`src/rtl/nap_pkg.sv`:
```
package nap_pkg;

    typedef enum logic [1:0] {
        ST_RUNNING = 2'd0,
        ST_DRAIN   = 2'd1,
        ST_SLEEP   = 2'd2,
        ST_SNOOP   = 2'd3
    } nap_state_e;

    typedef struct packed {
        nap_state_e state;
        logic       pow;
        logic       clk_en;
        logic       halted;
        logic       wake;
    } nap_regs_t;

    localparam nap_regs_t NAP_RESET = '{
        state:  ST_RUNNING,
        pow:    1'b0,
        clk_en: 1'b1,
        halted: 1'b0,
        wake:   1'b0
    };

endpackage

```
`src/rtl/nap_run_sync.sv`:
```
module nap_run_sync #(
    parameter int STAGES = 2
) (
    input  logic clk,
    input  logic rst_n,
    input  logic req_in,
    output logic req_sync
);

    logic [STAGES-1:0] shift_q;
    logic [STAGES-1:0] shift_d;

    generate
        if (STAGES == 1) begin : g_single
            assign shift_d = req_in;
        end else begin : g_chain
            assign shift_d = {shift_q[STAGES-2:0], req_in};
        end
    endgenerate

    always_ff @(posedge clk) begin
        if (!rst_n) begin
            shift_q <= '0;
        end else begin
            shift_q <= shift_d;
        end
    end

    assign req_sync = shift_q[STAGES-1];

endmodule

```
`src/rtl/nap_quiet_detect.sv`:
```
module nap_quiet_detect #(
    parameter int N_BUS_SRC = 3
) (
    input  logic                 core_busy,
    input  logic [N_BUS_SRC-1:0] bus_busy,
    output logic                 quiet
);

    always_comb begin
        quiet = !core_busy;
        for (int i = 0; i < N_BUS_SRC; i++) begin
            if (bus_busy[i]) begin
                quiet = 1'b0;
            end
        end
    end

endmodule

```
`src/rtl/nap_wake_gate.sv`:
```
module nap_wake_gate #(
    parameter int N_WAKE_SRC = 2
) (
    input  logic                  ee_enable,
    input  logic [N_WAKE_SRC-1:0] wake_src,
    output logic                  wake_req
);

    always_comb begin
        wake_req = 1'b0;
        for (int i = 0; i < N_WAKE_SRC; i++) begin
            if (wake_src[i] && ee_enable) begin
                wake_req = 1'b1;
            end
        end
    end

endmodule

```
`src/rtl/nap_power_ctrl.sv`:
```
module nap_power_ctrl
    import nap_pkg::*;
#(
    parameter int N_WAKE_SRC      = 2,
    parameter int N_BUS_SRC       = 3,
    parameter int RUN_SYNC_STAGES = 2
) (
    input  logic                  clk,
    input  logic                  rst_n,
    input  logic                  pow_set,
    input  logic                  ee_enable,
    input  logic [N_WAKE_SRC-1:0] wake_src,
    input  logic                  core_busy,
    input  logic [N_BUS_SRC-1:0]  bus_busy,
    input  logic                  run_req,
    output logic                  msr_pow,
    output logic                  dispatch_stop,
    output logic                  core_clk_en,
    output logic                  halted,
    output logic                  wake_pulse
);

    nap_regs_t regs_d;
    nap_regs_t regs_q;
    logic      run_seen;
    logic      quiet;
    logic      wake_req;

    nap_run_sync #(
        .STAGES (RUN_SYNC_STAGES)
    ) u_run_sync (
        .clk      (clk),
        .rst_n    (rst_n),
        .req_in   (run_req),
        .req_sync (run_seen)
    );

    nap_quiet_detect #(
        .N_BUS_SRC (N_BUS_SRC)
    ) u_quiet (
        .core_busy (core_busy),
        .bus_busy  (bus_busy),
        .quiet     (quiet)
    );

    nap_wake_gate #(
        .N_WAKE_SRC (N_WAKE_SRC)
    ) u_wake (
        .ee_enable (ee_enable),
        .wake_src  (wake_src),
        .wake_req  (wake_req)
    );

    // Next-state logic: wake has priority over RUN in every nap state.
    always_comb begin
        regs_d      = regs_q;
        regs_d.wake = 1'b0;
        unique case (regs_q.state)
            ST_RUNNING: begin
                regs_d.clk_en = 1'b1;
                regs_d.halted = 1'b0;
                if (pow_set) begin
                    regs_d.pow   = 1'b1;
                    regs_d.state = ST_DRAIN;
                end
            end
            ST_DRAIN: begin
                if (quiet) begin
                    if (wake_req) begin
                        regs_d.state  = ST_RUNNING;
                        regs_d.pow    = 1'b0;
                        regs_d.clk_en = 1'b1;
                        regs_d.halted = 1'b0;
                        regs_d.wake   = 1'b1;
                    end else if (run_seen) begin
                        regs_d.state  = ST_SNOOP;
                        regs_d.clk_en = 1'b1;
                        regs_d.halted = 1'b1;
                    end else begin
                        regs_d.state  = ST_SLEEP;
                        regs_d.clk_en = 1'b0;
                        regs_d.halted = 1'b1;
                    end
                end
            end
            ST_SLEEP: begin
                // Gated domain is frozen: activity inputs are not sampled.
                regs_d.halted = 1'b1;
                if (wake_req) begin
                    regs_d.state  = ST_RUNNING;
                    regs_d.pow    = 1'b0;
                    regs_d.clk_en = 1'b1;
                    regs_d.halted = 1'b0;
                    regs_d.wake   = 1'b1;
                end else if (run_seen) begin
                    regs_d.state  = ST_SNOOP;
                    regs_d.clk_en = 1'b1;
                end
            end
            ST_SNOOP: begin
                if (wake_req) begin
                    regs_d.state  = ST_RUNNING;
                    regs_d.pow    = 1'b0;
                    regs_d.clk_en = 1'b1;
                    regs_d.halted = 1'b0;
                    regs_d.wake   = 1'b1;
                end else begin
                    regs_d.halted = quiet;
                    if (!run_seen && regs_q.halted && quiet) begin
                        regs_d.state  = ST_SLEEP;
                        regs_d.clk_en = 1'b0;
                    end
                end
            end
            default: begin
                regs_d = NAP_RESET;
            end
        endcase
    end

    always_ff @(posedge clk) begin
        if (!rst_n) begin
            regs_q <= NAP_RESET;
        end else begin
            regs_q <= regs_d;
        end
    end

    assign msr_pow       = regs_q.pow;
    assign dispatch_stop = (regs_q.state != ST_RUNNING);
    assign core_clk_en   = regs_q.clk_en;
    assign halted        = regs_q.halted;
    assign wake_pulse    = regs_q.wake;

endmodule

```
`config.mk`:
```
export PLATFORM = sky130hd
export DESIGN_NAME = nap_power_ctrl
export DESIGN_NICKNAME = d
export VERILOG_FILES = /design/src/rtl/nap_pkg.sv /design/src/rtl/nap_run_sync.sv /design/src/rtl/nap_quiet_detect.sv /design/src/rtl/nap_wake_gate.sv /design/src/rtl/nap_power_ctrl.sv
export SDC_FILE = /design/constraint.sdc
export NUM_CORES = 1
export LEC_CHECK = 0
export CAP_MARGIN = 20
export CORE_MARGIN = 4
export CORE_UTILIZATION = 25
export DETAILED_ROUTE_END_ITERATION = 8
export DONT_BUFFER_PORTS = 1
export PLACE_DENSITY = 0.42
export SLEW_MARGIN = 20
export SYNTH_ARGS = -nofsm -noshare
export SYNTH_HDL_FRONTEND = slang
export SYNTH_SLANG_ARGS = --single-unit
```
`constraint.sdc`:
```
create_clock -name clk -period 4.4 [get_ports clk]
set_clock_uncertainty 0.2 [all_clocks]
set_input_delay 0.22 -clock clk [delete_from_list [all_inputs] [get_ports clk]]
set_output_delay 0.22 -clock clk [all_outputs]
set_load 0.01 [all_outputs]
```
# Yosys cells after proc, flatten, opt, wreduce, memory -nomap -nowiden
# Cells that the tools add are included.
# totals
ff_bits	8
in_bits	11
out_inout_bits	5
elab_cells	48
# classes
eq_ne	7
muxes	24
n_reduce_logical	11
# ops
op	count
case mux 5 bit (4 select lines)	1
two-way mux 2 bit	9
two-way mux 1 bit	11
two-way mux 6 bit	1
== test 2 bit (second input constant)	2
logical AND 1 bit	4
!= test 2 bit (second input constant)	2
AND reduction 4 bit	1
two-way mux 3 bit	1
!= test 3 x 1 -> 1 bit (second input constant)	1
!= test 3 x 2 -> 1 bit (second input constant)	1
case mux 1 bit (3 select lines)	1
AND reduction 3 bit	1
== test 2 x 1 -> 1 bit (second input constant)	1
zero test 1 bit	2
zero test 2 bit	1
AND reduction 2 bit	1
nonzero test 2 bit	1

# Longest topological paths before layout
# logic_depth
ltp_word	8
ltp_mapped	5
ltp_nobuf	4

# Cells and area by module
# A second synthesis with hierarchy kept.
# hier_totals
hier_cells	46
area_unflattened_um2	426.7
# modules_own_cells
module	instances	cells_each	area_each_um2	seq_area_each_um2
nap_power_ctrl	1	40	354.1	120.1
nap_run_sync	1	4	52.6	40.0
nap_quiet_detect	1	1	12.5	0.0
nap_wake_gate	1	1	7.5	0.0

# Least setup slack after synthesis
# No wires, ideal clock.
# synth_timing
path_type	reg2reg
start	register regs_q[4] in the netlist's numbering
end	register regs_q (netlist bit core_clk_en)
setup_time_ns	0.121
arrival_ns	1.095
required_ns	4.079
slack_ns	2.984
stages_incl_launch_ff	6
n_path_buf	1
synth_period_minus_slack_ns	1.416
cell_sequence	dfxtp_1 -> buf_2 -> nand2_1 -> o21ai_1 -> a221oi_2 -> mux2_4
# synth_between
elab_chain_len	3
elab_cells_between_ends	9
classes_between	eq/ne: 6; mux: 1; reduce/logical: 2
# synth_rtl
item	line	source
start: declaration	nap_power_ctrl.sv:24	nap_regs_t regs_q;
start signal: assignment	nap_power_ctrl.sv:125	regs_q <= regs_d;
== test 2 bit or == test 2 x 1 -> 1 bit (tied branches)	nap_power_ctrl.sv:58	unique case (regs_q.state)
!= test 3 x 1 -> 1 bit (no line), or another cell as far along	--	
AND reduction 3 bit (no line)	--	
# Several ways; a longest one is shown, not always the timed one.
# A chain may end at the register's enable or synchronous reset.

# Worst setup path in the final report
# layout_timing
start	register regs_q[5] in the netlist's numbering
end	register regs_q (netlist bit core_clk_en)
# Same word-level chain as after synthesis.

==> results.json <==
{
  "grt_use_met3": 0.06442,
  "crit_path_top_delay_cell": "dfxtp_1",
  "slowest_delay_ps": 530,
  "grt_pass1_wl_mm": 1.490,
  "postCtsSetupBuffers": 0,
  "hold_path.class": "in2reg",
  "grt_pass1_vias": 309,
  "rsz0062_at_grt": "false",
  "synth_area_um2": 410.4,
  "crit_required_ps": 4340,
  "area_growth_pct": 12.20,
  "grt_use_met1": 0.1053,
  "dr.pass1.iters": 4,
  "grt_util_met2": 0.1087,
  "track_usage": 0.08402,
  "cp-start-kind": "register",
  "path_clk_slew_ps": 50,
  "final_common_cell": "dfxtp_1",
  "worstSkewPairLatency_ps": 250,
  "relSlewSlack": 0.6553,
  "p_leak_nw": 0.1606,
  "pin_count": 16,
  "core-area_mm2": 0.001524,
  "overflow": 0,
  "cts.path.max_buffers": 2,
  "hold-worst-slack_ps": 14.07,
  "synth_cells": 46,
  "critical_path_class": "reg2reg",
  "synth_warnings": 0,
  "ys_seq_elements": 8,
  "power_density_mw_per_mm2": 325.6,
  "clock_tree.root_cell": "clkbuf_4",
  "drv_cap": 0,
  "ant_nets": 0,
  "wirelength_um": 859,
  "critPathCapture": "core_clk_en",
  "cts_hold_buf": 2,
  "yosysSeqAreaShare": 0.3902,
  "synth_top_area_frac": 0.3902,
  "io_buffer_count": 0,
  "crit_start": "regs_q[5]",
  "r2r_slack_ps": 2720,
  "vias": 333,
  "critPathCaptureType": "register",
  "drt_iter0_drc": 8,
  "n_antenna_cell": 0,
  "fin_tns_setup_ps": 0,
  "gp_congestion": 0.7090,
  "die-area_mm2": 0.002354,
  "peakVddDrop_mv": 0.1063,
  "worst-path-max-fanout": 12,
  "dieHeight_um": 48.52,
  "path_depth": 4,
  "path_cells": "nor2b_1, nor2_1, a221oi_2, mux2_4",
  "fmax_mhz": 595.0,
  "cp.arrival_ps": 1620,
  "numCtsBuffers": 3,
  "rr_endpoint": "core_clk_en",
  "viasPerCell": 5.123,
  "die_width_um": 48.52,
  "crit_buf_inv": 0,
  "hold_viol": 0,
  "r2r_cells": 4,
  "post_drt_wl_per_cell_um": 13.22,
  "antenna_found_initial": 0,
  "finalSetupViolations": 0,
  "cts_resized": 0,
  "period_minus_slack_ps": 1681,
  "cts_tree": "built",
  "avgSynthCellArea_um2": 8.922,
  "timing.rr.start": "regs_q[5]",
  "ys_types": 24,
  "num_rows": 14,
  "min_period_over_period": 0.3820,
  "grt.busiest_layer": "met2",
  "critPathTopFamily": "flip-flops",
  "initial_utilization": 0.2693,
  "total_power_uw": 149.9,
  "synth.largest_area_cell": "dfxtp_1",
  "status": "completed",
  "maxSlewViolCount": 0,
  "synth_area_leaders": "dfxtp_1, nor2_1, nor4_4",
  "htree_levels": 1,
  "syn_nets": 57,
  "cts_sinks": 8,
  "final_cell_mix": "dfxtp_1, nor2_1, a21oi_1",
  "final_nets": 62,
  "drive_gt1_frac": 0.1837,
  "grt_max_degree": 13,
  "tightest_slew_ps": 511.7,
  "post-route-drc-count": 0
}
[routing by layer]
metal / part of all wire / up-vias
li1: - / 169
met1: 0.43 / 152
met3: 0.097 / 0
met4: 0 / 0
met5: 0 / -
met2: 0.47 / 12
[cells by family after synthesis]
group                  after synthesis  share of synthesized area
AND/OR/NAND/NOR                     20                     0.2957
AO/OA/AOI/OAI                       14                     0.2378
flip-flops                           8                     0.3902
buffers and inverters                3                    0.03962
multiplexers                         1                    0.03657
[stage by stage]
stage / instances / worst slack [ps] / area (um^2) / util
floorplan: 46 / 2984 / 410.4 / -
finish: 65 / 2719 / 460.4 / 0.3021
detailed placement: 60 / 2753 / 417.9 / 0.2742
global placement: 60 / 2792 / 417.9 / 0.2742
CTS: 65 / 2743 / 460.4 / 0.3021
global route: 65 / 2622 / 460.4 / 0.3021
[state kept, by name (all words and copies together) (netlist names)]
name,cells
core_clk_en,1
halted,1
msr_pow,1
regs_q,2
u_run_sync.shift_q,2
wake_pulse,1
[worst min-delay path by stage]
stage | start | endpoint | slack, ps | cells after the start
after floorplan | rst_n | regs_q[5] | 130 | 2
after global placement | rst_n | regs_q[5] | 140 | 2
after detailed placement | rst_n | wake_pulse | 140 | 2
after CTS | rst_n | core_clk_en | 6 | 2
after global routing | rst_n | core_clk_en | 10 | 2
final | rst_n | core_clk_en | 10 | 2
[power by group]
part	leakage [nW]	switching, mW	internal [mW]
Sequential	0.0657	0.00403	0.0758
Clock	0.0138	0.0232	0.0311
Combinational	0.0811	0.00758	0.00818
[Yosys cell counts]
cell type and n:
a21boi_1 1, a21oi_1 4, a221oi_2 1, a22oi_1 1, and2_1 2, and2_2 1, buf_2 1, buf_4 1
dfxtp_1 8, inv_1 1, mux2_4 1, nand2_1 3, nand2b_1 2, nand3b_1 1, nor2_1 6, nor2b_1 2
nor3b_1 1, nor4_4 1, o2111ai_1 1, o21a_1 1, o21ai_0 2, o21ai_1 2, o221a_2 1, or2_2 1
[area by class of cell]
cell class              instances  area (um^2)
multi-input cells              35        234.0
inverters                       1        3.754
fillers                       160         1064
flip-flops and latches          8        160.2
well taps                      16        20.02
repair buffers                  2        20.02
clock buffers                   3        22.52
[worst register-to-register path, cell delays in order (launching register included)]
cell      delay, ps
dfxtp_1         530
nor2b_1         230
nor2_1           70
a221oi_2        230
mux2_4          320
Note: power is estimated with default switching activity, not from simulation.
